### config.mk
export PLATFORM = sky130hd
export DESIGN_NAME = bcast_conv_array
export DESIGN_NICKNAME = d
export VERILOG_FILES = /design/src/rtl/bconv_pkg.sv /design/src/rtl/bconv_weight_bank.sv /design/src/rtl/bconv_cell.sv /design/src/rtl/bconv_fill_tracker.sv /design/src/rtl/bcast_conv_array.sv
export SDC_FILE = /design/constraint.sdc
export NUM_CORES = 1
export LEC_CHECK = 0
export ABC_AREA = 1
export BUFFER_PORTS_ARGS = -buffer_cell sky130_fd_sc_hd__buf_4
export CAP_MARGIN = 20
export CORE_MARGIN = 2
export CORE_UTILIZATION = 40
export DETAILED_ROUTE_END_ITERATION = 10
export PLACE_DENSITY = 0.57
export SETUP_SLACK_MARGIN = 0.02
export SYNTH_ARGS = -nofsm -noshare
export SYNTH_HDL_FRONTEND = slang
export SYNTH_SLANG_ARGS = --single-unit
### constraint.sdc
create_clock -name clk -period 6.05 [get_ports clk]
set_clock_uncertainty 0.05 [all_clocks]
set_input_delay 0.605 -clock clk [delete_from_list [all_inputs] [get_ports clk]]
set_output_delay 0.605 -clock clk [all_outputs]
set_load 0.05 [all_outputs]
### src/rtl/bconv_pkg.sv
package bconv_pkg;

    // Full-precision accumulator width for TAPS products of two dw-bit values.
    function automatic int acc_width(input int dw, input int taps);
        return 2 * dw + $clog2(taps);
    endfunction

    // Width of a cell index; never below one bit.
    function automatic int idx_width(input int taps);
        return (taps > 1) ? $clog2(taps) : 1;
    endfunction

endpackage

### src/rtl/bconv_weight_bank.sv
module bconv_weight_bank #(
    parameter int DATA_W = 8,
    parameter int TAPS   = 3,
    parameter int IDX_W  = 2
) (
    input  logic                     clk,
    input  logic                     wr_en,
    input  logic [IDX_W-1:0]         wr_idx,
    input  logic [DATA_W-1:0]        wr_data,
    output logic [TAPS*DATA_W-1:0]   w_flat
);

    // One weight register per cell; indices at or beyond TAPS match nothing.
    // Weights are deliberately outside the reset domain.
    for (genvar j = 0; j < TAPS; j++) begin : g_slot
        logic [DATA_W-1:0] w_q;
        always_ff @(posedge clk) begin
            if (wr_en && (wr_idx == IDX_W'(j))) begin
                w_q <= wr_data;
            end
        end
        assign w_flat[j*DATA_W +: DATA_W] = w_q;
    end

endmodule

### src/rtl/bconv_cell.sv
module bconv_cell #(
    parameter int DATA_W = 8,
    parameter int ACC_W  = 18
) (
    input  logic                     clk,
    input  logic                     rst,
    input  logic                     step,
    input  logic signed [DATA_W-1:0] x_bcast,
    input  logic signed [DATA_W-1:0] w_local,
    input  logic signed [ACC_W-1:0]  sum_in,
    output logic signed [ACC_W-1:0]  sum_out
);

    localparam int PROD_W = 2 * DATA_W;

    logic signed [PROD_W-1:0] prod;
    logic signed [ACC_W-1:0]  prod_ext;

    assign prod     = PROD_W'(x_bcast) * PROD_W'(w_local);
    assign prod_ext = ACC_W'(prod);

    // The partial sum from the left neighbour picks up this cell's term and moves right.
    always_ff @(posedge clk) begin
        if (rst) begin
            sum_out <= '0;
        end else if (step) begin
            sum_out <= sum_in + prod_ext;
        end
    end

endmodule

### src/rtl/bconv_fill_tracker.sv
module bconv_fill_tracker #(
    parameter int TAPS = 3
) (
    input  logic clk,
    input  logic rst,
    input  logic step,
    output logic full_valid
);

    localparam int CNT_W = (TAPS > 1) ? $clog2(TAPS) : 1;
    localparam logic [CNT_W-1:0] LAST = CNT_W'(TAPS - 1);

    // Counts accepted samples up to TAPS-1, then saturates.
    logic [CNT_W-1:0] seen_q;
    logic             primed;

    assign primed = (seen_q == LAST);

    always_ff @(posedge clk) begin
        if (rst) begin
            seen_q     <= '0;
            full_valid <= 1'b0;
        end else begin
            full_valid <= step && primed;
            if (step && !primed) begin
                seen_q <= seen_q + 1'b1;
            end
        end
    end

endmodule

### src/rtl/bcast_conv_array.sv
module bcast_conv_array
    import bconv_pkg::*;
#(
    parameter int DATA_W = 8,
    parameter int TAPS   = 3,
    parameter int IDX_W  = idx_width(TAPS),
    parameter int ACC_W  = acc_width(DATA_W, TAPS)
) (
    input  logic                     clk,
    input  logic                     rst,
    input  logic                     wt_we,
    input  logic [IDX_W-1:0]         wt_idx,
    input  logic [DATA_W-1:0]        wt_data,
    input  logic                     smp_valid,
    input  logic signed [DATA_W-1:0] smp_data,
    output logic                     res_valid,
    output logic signed [ACC_W-1:0]  res_data
);

    logic [TAPS*DATA_W-1:0] w_flat;
    logic signed [ACC_W-1:0] chain [TAPS+1];

    bconv_weight_bank #(
        .DATA_W (DATA_W),
        .TAPS   (TAPS),
        .IDX_W  (IDX_W)
    ) u_bank (
        .clk     (clk),
        .wr_en   (wt_we),
        .wr_idx  (wt_idx),
        .wr_data (wt_data),
        .w_flat  (w_flat)
    );

    // A zero partial sum enters the left-most cell with every accepted sample.
    assign chain[0] = '0;

    for (genvar j = 0; j < TAPS; j++) begin : g_cell
        bconv_cell #(
            .DATA_W (DATA_W),
            .ACC_W  (ACC_W)
        ) u_cell (
            .clk     (clk),
            .rst     (rst),
            .step    (smp_valid),
            .x_bcast (smp_data),
            .w_local (w_flat[j*DATA_W +: DATA_W]),
            .sum_in  (chain[j]),
            .sum_out (chain[j+1])
        );
    end

    bconv_fill_tracker #(
        .TAPS (TAPS)
    ) u_fill (
        .clk        (clk),
        .rst        (rst),
        .step       (smp_valid),
        .full_valid (res_valid)
    );

    assign res_data = chain[TAPS];

endmodule

==> flow_summary_export.csv, run 1 <==
group,metric,value,unit
logic_synthesis,ys_types,37,
floorplanning,die_w,181,um
worst_setup_path,max_stage_delay,0.54,ns
clock_tree,post_cts_resized,0,
logic_synthesis,ys_top_cells_by_area,"fa_1 (34%), inv_1 (13%), ha_1 (11%)",
worst_setup_path,r2r-start,"u_bank.g_slot[1].w_q[0]",
worst_setup_path,endpoint_kind,"flop",
worst_setup_path,crit_buf_inv,5,
flow_run,cap_viol_max_count,0,
clock_tree,cts.sink_count,78,
min_path,hold_path_class,"primary input to flop",
logic_synthesis,ys.flop_type,"dfxtp_1",
cells_and_area,fin_nets,1936,
worst_setup_path,r2r_slack,1.16,ns
grt,globalRouteTotalUtil,0.186,
drt,drtAntennaViolNets,0,
worst_setup_path,required,6.25,ns
drt,wl_per_cell,13.9,um
grt,grt_pass1_vias,9871,
pwr,power-per-cell-area,560,mW/mm^2
worst_setup_path,crit_chain,"buf_4 -> nand2_1 -> inv_1 -> fa_1 -> fa_1 -> fa_1 -> inv_1 -> fa_1 -> inv_1 -> ha_1 -> ha_1 -> nand2_1 -> nor2_1 -> nand2_1 -> nor2_1 -> nor2_1 -> nand3_1 -> nand3_1 -> nand2_1 -> inv_1",
pwr,p_leak,0.00784,uW
sta,setup_viol,0,
place,io_buffers,40,
worst_setup_path,crit_fanout,24,
logic_synthesis,synth.top_cell.area_share,0.338,
sta,fmax,204,MHz
drt,vias,9361,
drt,drtIter0Drc,586,
cells_and_area,layout-drive-gt1-share,0.0463,
grt,grt_max_degree,54,
sta,finalCriticalPeriod,4.89,ns
logic_synthesis,synthTopCellsByCount,"inv_1 (449), nand2_1 (362), fa_1 (211)",
worst_setup_path,timing.rr.end,"g_cell[1].u_cell.sum_out[16]",
logic_synthesis,syn_area_per_cell,7.77,um^2
drt,drcViolationCount,0,
floorplanning,coreArea,0.0307,mm^2
clock_tree,tritoncts,"done",
clock_tree,cts_buffer_depth,2,
cells_and_area,final_util,0.433,
sta,worst_pin_slew,0.884,ns
logic_synthesis,synth_simple_gate_area_frac,0.179,
floorplanning,io_pins,41,
floorplanning,row_count,64,
place,place.gp.congestion,0.867,
logic_synthesis,syn_area,0.0125,mm^2
logic_synthesis,synth_seq_cells,78,
cells_and_area,synthToLayoutAreaGrowth,6.37,%
logic_synthesis,synth_enable_flop_cells,24,
worst_setup_path,setup.worst_path.start,"smp_data[7]",
clock_tree,cts_buffers,9,
place,place_area,0.0130,mm^2
logic_synthesis,synth_warnings,0,
drt,via_per_inst,4.70,
pwr,p_total,7430,uW
sta,rsz0062_at_grt,"no",
logic_synthesis,synth-xor-area-share,0.0168,
sta,tns,0,ns
floorplanning,dieArea,0.0326,mm^2
worst_setup_path,slowest_stage,"fa_1",
floorplanning,dieHeight,181,um
clock_tree,post-cts-setup-buffer-count,0,
worst_setup_path,cp.depth,20,
logic_synthesis,synth_compound_area_frac,0.0450,
sta,period_share,0.809,
run_status,outcome,"completed",
cells_and_area,stdcell_area,0.0133,mm^2
clock_tree,h-tree-depth,3,
sta,drv_slew,0,
worst_setup_path,crit_type,"primary input to flop",
clock_tree,ctsRootBufferMaster,"clkbuf_16",
logic_synthesis,synthMuxAreaShare,0,
worst_setup_path,reg2regPathDepth,19,
logic_synthesis,synth_nets,1950,
grt,antenna_found_initial,0,
clock_tree,cts_hold_buf,0,
worst_setup_path,setup.worst_path.end,"g_cell[1].u_cell.sum_out[16]",
drt,drtPass1Iterations,5,
grt,grt_pass1_wl,49100,um
logic_synthesis,synth.most_common_cell,"inv_1",
clock_tree,clk_pin_slew,0.07,ns
worst_setup_path,startpoint_type,"primary input",
logic_synthesis,synth-seq-area-share,0.144,
logic_synthesis,synthArstFlopShare,0,
grt,grt.overflow.total,0,
worst_setup_path,cp_top_family,"adder cells",
clock_tree,clk_latency,0.35,ns
drt,drt_wl_total,27600,um
logic_synthesis,postSynthCellCount,1606,
sta,relSlewSlack,0.409,
sta,final_hold_viol_count,0,
logic_synthesis,synth_top_area_cell,"fa_1",
logic_synthesis,synth_fa_ha_area_frac,0.450,
pwr,ir_worst_vdd,409,uV
cells_and_area,diodes,0,
floorplanning,start_util,0.407,
logic_synthesis,synth_top_family_by_area,"adder cells",
place,dp_hpwl,22000,um
worst_setup_path,arrival,5.10,ns
-- area by class of cell --
cell class | instances | area (um^2)
Fill cell | 3124 | 17400
Tap cell | 396 | 495
Inverter | 453 | 1700
Timing Repair Buffer | 46 | 365
Clock inverter | 7 | 73.8
Sequential cell | 78 | 1800
Multi-Input combinational cell | 1004 | 8620
Clock buffer | 9 | 225
-- how the worst min path moves through the flow --
stage / startpoint / to / slack (ns) / depth (start not counted)
6_report: wt_data[0] / u_bank.g_slot[2].w_q[0] / 0.41 / 1
3_5_place_dp: g_cell[2].u_cell.sum_out[13] / g_cell[2].u_cell.sum_out[13] / 0.42 / 2
3_3_place_gp: u_fill.seen_q[0] / u_fill.seen_q[0] / 0.41 / 2
2_1_floorplan: u_fill.seen_q[0] / u_fill.seen_q[0] / 0.40 / 2
5_1_grt: wt_data[0] / u_bank.g_slot[2].w_q[0] / 0.40 / 1
4_1_cts: wt_data[0] / u_bank.g_slot[2].w_q[0] / 0.41 / 1
-- logic make-up (layout without fill, tap and decap cells) --
| family | count (synthesis) | in the layout |
|---|---|---|
| compound gates | 103 | 103 |
| xor+xnor | 24 | 24 |
| simple gates | 555 | 555 |
| flops | 78 | 78 |
| buf+inv | 524 | 515 |
| fa+ha+maj | 322 | 322 |
-- worst reg2reg max path: cells and delay by family (launching register included) --
family / cells / cell delay, ns
flops: 1 / 0.55
simple gates: 9 / 1.02
buf+inv: 4 / 0.50
fa+ha+maj: 6 / 2.67
-- layer usage --
metal | vias up | GRT usage | wire (um)
li1 | 4604 | - | -
met5 | - | 0 | 0
met1 | 4552 | 0.270 | 13600
met4 | 0 | 0.0332 | 286
met3 | 17 | 0.0208 | 1360
met2 | 188 | 0.302 | 12300
-- where the power goes --
part / total, uW / switching (uW) / internal [uW] / leakage [uW]
Clock: 565 / 245 / 320 / 0.000134
Combinational: 6110 / 3790 / 2320 / 0.00704
Sequential: 763 / 97.3 / 666 / 0.000669
-- layout by cell type, fill, tap and decap left out, types with 8 or more instances in the layout --
master       n
o21ai_0     46
edfxtp_1    24
xor2_1      16
ha_1       111
dfxtp_1     54
clkbuf_16    9
a21oi_1     35
buf_4       45
nand3_1     62
nand2_1    362
xnor2_1      8
nor2_1     112
inv_1      449
fa_1       211
-- stage by stage --
| stage | hold slack, ns | setup WS, ns | cells |
|---|---|---|---|
| after floorplan | 0.400 | 1.25 | 1606 |
| after global placement | 0.412 | 0.856 | 1976 |
| after detailed placement | 0.418 | 0.754 | 1976 |
| after CTS | 0.410 | 1.12 | 1992 |
| after global routing | 0.405 | 0.820 | 1993 |
| final | 0.414 | 1.16 | 1993 |
-- registers in the layout (all words and copies together), names as in the netlist --
name                   count
g_cell.u_cell.sum_out     51
u_bank.g_slot.w_q         24
u_fill.seen_q              2
u_fill.full_valid          1
(Power assumes the default switching activity.)
==> run 2, diff against run 1 <==
- ABC_AREA: 1 -> 0
- PLACE_DENSITY: 0.57 -> 0.58
- clock period: 6.05 -> 5 ns (I/O delays scaled with it)
==> run 2 against run 1 <==
Power rose by 14%. Core utilization rose by 2.3 points. Combinational power grew 13%. Largest power group unchanged. Highest routed layer unchanged.
==> flow_summary_export.csv, run 2 <==
group,metric,value,unit
run_status,outcome,"completed",
logic_synthesis,synth_seq_cells,78,
logic_synthesis,ys_types,49,
logic_synthesis,synth.top_cell.area_share,0.367,
clock_tree,cts_buffer_depth,2,
cells_and_area,layout-drive-gt1-share,0.120,
sta,final_hold_viol_count,0,
drt,drcViolationCount,0,
floorplanning,coreArea,0.0285,mm^2
worst_setup_path,required,5.19,ns
logic_synthesis,synth-seq-area-share,0.156,
pwr,p_total,8500,uW
worst_setup_path,reg2regPathDepth,14,
pwr,power-per-cell-area,652,mW/mm^2
clock_tree,clk_latency,0.35,ns
clock_tree,h-tree-depth,3,
drt,via_per_inst,4.85,
logic_synthesis,postSynthCellCount,1199,
grt,grt_pass1_wl,43100,um
cells_and_area,top_regs,"g_cell.u_cell.sum_out: 51 flops, u_bank.g_slot.w_q: 24 flops, u_fill.seen_q: 2 flops",
drt,vias,8059,
sta,finalCriticalPeriod,4.84,ns
sta,drv_slew,0,
place,io_buffers,40,
sta,period_share,0.968,
floorplanning,io_pins,41,
min_path,hold_depth,1,
clock_tree,cts_buffers,9,
cells_and_area,largest-register,"g_cell.u_cell.sum_out",
place,dpl.cell_count,1639,
worst_setup_path,crit_fanout,4,
logic_synthesis,synthArstFlopShare,0,
clock_tree,cts_hold_buf,0,
logic_synthesis,ys_top_cells_by_area,"fa_1 (37%), ha_1 (12%), dfxtp_1 (9.4%)",
cells_and_area,diodes,0,
grt,antenna_found_initial,0,
drt,drtPass1Iterations,5,
pwr,power_frac_seq,0.106,
flow_run,cap_viol_max_count,0,
grt,grt.overflow.total,0,
logic_synthesis,syn_area,0.0115,mm^2
cells_and_area,finalNonFillerCells,1662,
drt,wl_per_cell,15.0,um
min_path,hp-start,"wt_data[1]",
pwr,p_int,4420,uW
worst_setup_path,timing.rr.end,"g_cell[1].u_cell.sum_out[13]",
pwr,ir_worst_vdd,482,uV
logic_synthesis,synth_enable_flop_cells,24,
sta,tns,0,ns
worst_setup_path,endpoint_kind,"flop",
pwr,clkPwrFrac,0.081,
pwr,combPwrFrac,0.813,
cells_and_area,synthToLayoutAreaGrowth,13.1,%
clock_tree,clk_pin_slew,0.07,ns
pwr,p_switching,4070,uW
drt,drt_wl_total,25000,um
logic_synthesis,synth_top_area_cell,"fa_1",
grt,grt_pass1_vias,8355,
cells_and_area,fillers,2818,
clock_tree,cts.sink_count,78,
sta,relSlewSlack,0.340,
cells_and_area,largest_reg_flops,51,
grt,grt_max_degree,47,
place,place_ws,-0.0934,ns
worst_setup_path,arrival,5.03,ns
floorplanning,dieHeight,174,um
drt,drtIter0Drc,372,
place,dp_hpwl,20000,um
floorplanning,die_w,174,um
worst_setup_path,crit_type,"flop to flop",
logic_synthesis,ys.flop_type,"dfxtp_1",
min_path,whs_endpoint,"u_bank.g_slot[2].w_q[1]",
logic_synthesis,synth_warnings,0,
logic_synthesis,synth.most_common_cell,"inv_1",
logic_synthesis,syn_area_per_cell,9.61,um^2
logic_synthesis,synthTopCellsByCount,"inv_1 (253), fa_1 (211), ha_1 (111)",
pwr,p_leak,0.00640,uW
pwr,switching_share,0.479,
clock_tree,tritoncts,"done",
sta,fmax,207,MHz
worst_setup_path,startpoint_type,"flop",
cells_and_area,layout_common_cells,"inv_1 (252), fa_1 (211), ha_1 (110)",
grt,globalRouteTotalUtil,0.179,
cells_and_area,final_util,0.456,
floorplanning,row_count,62,
worst_setup_path,r2r_slack,0.16,ns
drt,drtAntennaViolNets,0,
min_path,hold_path_class,"primary input to flop",
sta,setup_viol,0,
sta,fin_ws,0.158,ns
sta,worst_pin_slew,0.987,ns
sta,rsz0062_at_grt,"yes",
clock_tree,ctsRootBufferMaster,"clkbuf_16",
floorplanning,dieArea,0.0302,mm^2
worst_setup_path,r2r-start,"u_bank.g_slot[1].w_q[0]",
cells_and_area,fin_nets,1617,
cells_and_area,final_common_cell,"inv_1",
logic_synthesis,synth_nets,1543,
place,place.gp.congestion,0.811,
floorplanning,start_util,0.404,
-- run 2: cell count changes after synthesis, moves of 10 or more --
cell	change
nor3_1	+12
clkbuf_2	-10
nor2_1	-36
a211oi_1	+21
inv_1	-196
nand2_1	-273
o21ai_0	-22
a21oi_1	-12
mux2i_1	+17
nand3_1	-55
xnor2_1	+22
and2_1	+105
-- run 2: logic make-up (layout without fill, tap and decap cells) --
kind of cell,after synthesis,after routing,synth area share
AND/OR/NAND/NOR,311,311,0.132
buffers and inverters,305,384,0.106
multiplexers,17,17,0.0148
flip-flops,78,78,0.156
AO/OA/AOI/OAI,127,127,0.0745
adder cells (fa/ha/maj),322,322,0.487
XOR/XNOR,39,39,0.0296
-- run 2: per-stage QoR --
step           instance area, um^2  hold WS, ns
2_1_floorplan                11500        0.376
4_1_cts                      12900        0.304
6_report                     13000        0.310
3_3_place_gp                 12600        0.397
3_5_place_dp                 12600        0.402
5_1_grt                      13000        0.301
-- run 2: cell type report --
type / instances / area [um^2] / share of cell area
Clock buffer: 10 / 229 / 0.0176
Clock inverter: 6 / 62.6 / 0.00480
Inverter: 254 / 953 / 0.0732
Multi-Input combinational cell: 816 / 8580 / 0.659
Sequential cell: 78 / 1800 / 0.138
Tap cell: 384 / 480 / 0.0369
Timing Repair Buffer: 114 / 918 / 0.0705
-- run 2: worst max-delay path, cell delays in order, from the launching register on --
cell	delay (ns)
edfxtp_1	0.46
and2_2	0.24
inv_1	0.13
fa_1	0.43
inv_1	0.09
fa_1	0.44
fa_1	0.58
fa_1	0.44
fa_1	0.44
ha_1	0.34
o21ai_0	0.14
o21bai_2	0.14
a21oi_1	0.29
o21ai_0	0.16
o311ai_0	0.35
-- run 2: how the worst max path moves through the flow --
| stage | from | to | slack [ns] | depth (start not counted) |
|---|---|---|---|---|
| final | u_bank.g_slot[1].w_q[0] | g_cell[1].u_cell.sum_out[13] | 0.16 | 14 |
| after global routing | u_bank.g_slot[1].w_q[0] | g_cell[1].u_cell.sum_out[9] | -0.02 | 15 |
| after CTS | u_bank.g_slot[2].w_q[0] | g_cell[2].u_cell.sum_out[13] | 0.03 | 15 |
| after detailed placement | smp_data[5] | g_cell[2].u_cell.sum_out[13] | -0.09 | 17 |
| after global placement | smp_data[5] | g_cell[2].u_cell.sum_out[13] | -0.01 | 17 |
| after floorplan | smp_data[7] | g_cell[2].u_cell.sum_out[15] | 0.004 | 16 |
-- run 2: repair_timing --
item                                    4_1_cts  5_1_grt
endpoints found under the setup margin        0       16
gates resized for setup                       0       30
buffers inserted                              0        7
-- run 2: power by group through the flow --
stage,sequential [uW],combinational (uW),clock (uW)
4_1_cts,904,6690,699
6_report,902,6910,686
3_3_place_gp,916,6550,0
2_1_floorplan,883,5000,0
5_1_grt,922,7930,720
3_5_place_dp,917,6610,0
-- run 2: layer usage --
metal  share of wire  vias to the layer above  track usage
met4           0.014                        0       0.0396
li1                -                     3847            -
met2            0.47                       96        0.287
met3           0.028                       25       0.0213
met1            0.48                     4091        0.260
met5               0                        -            0
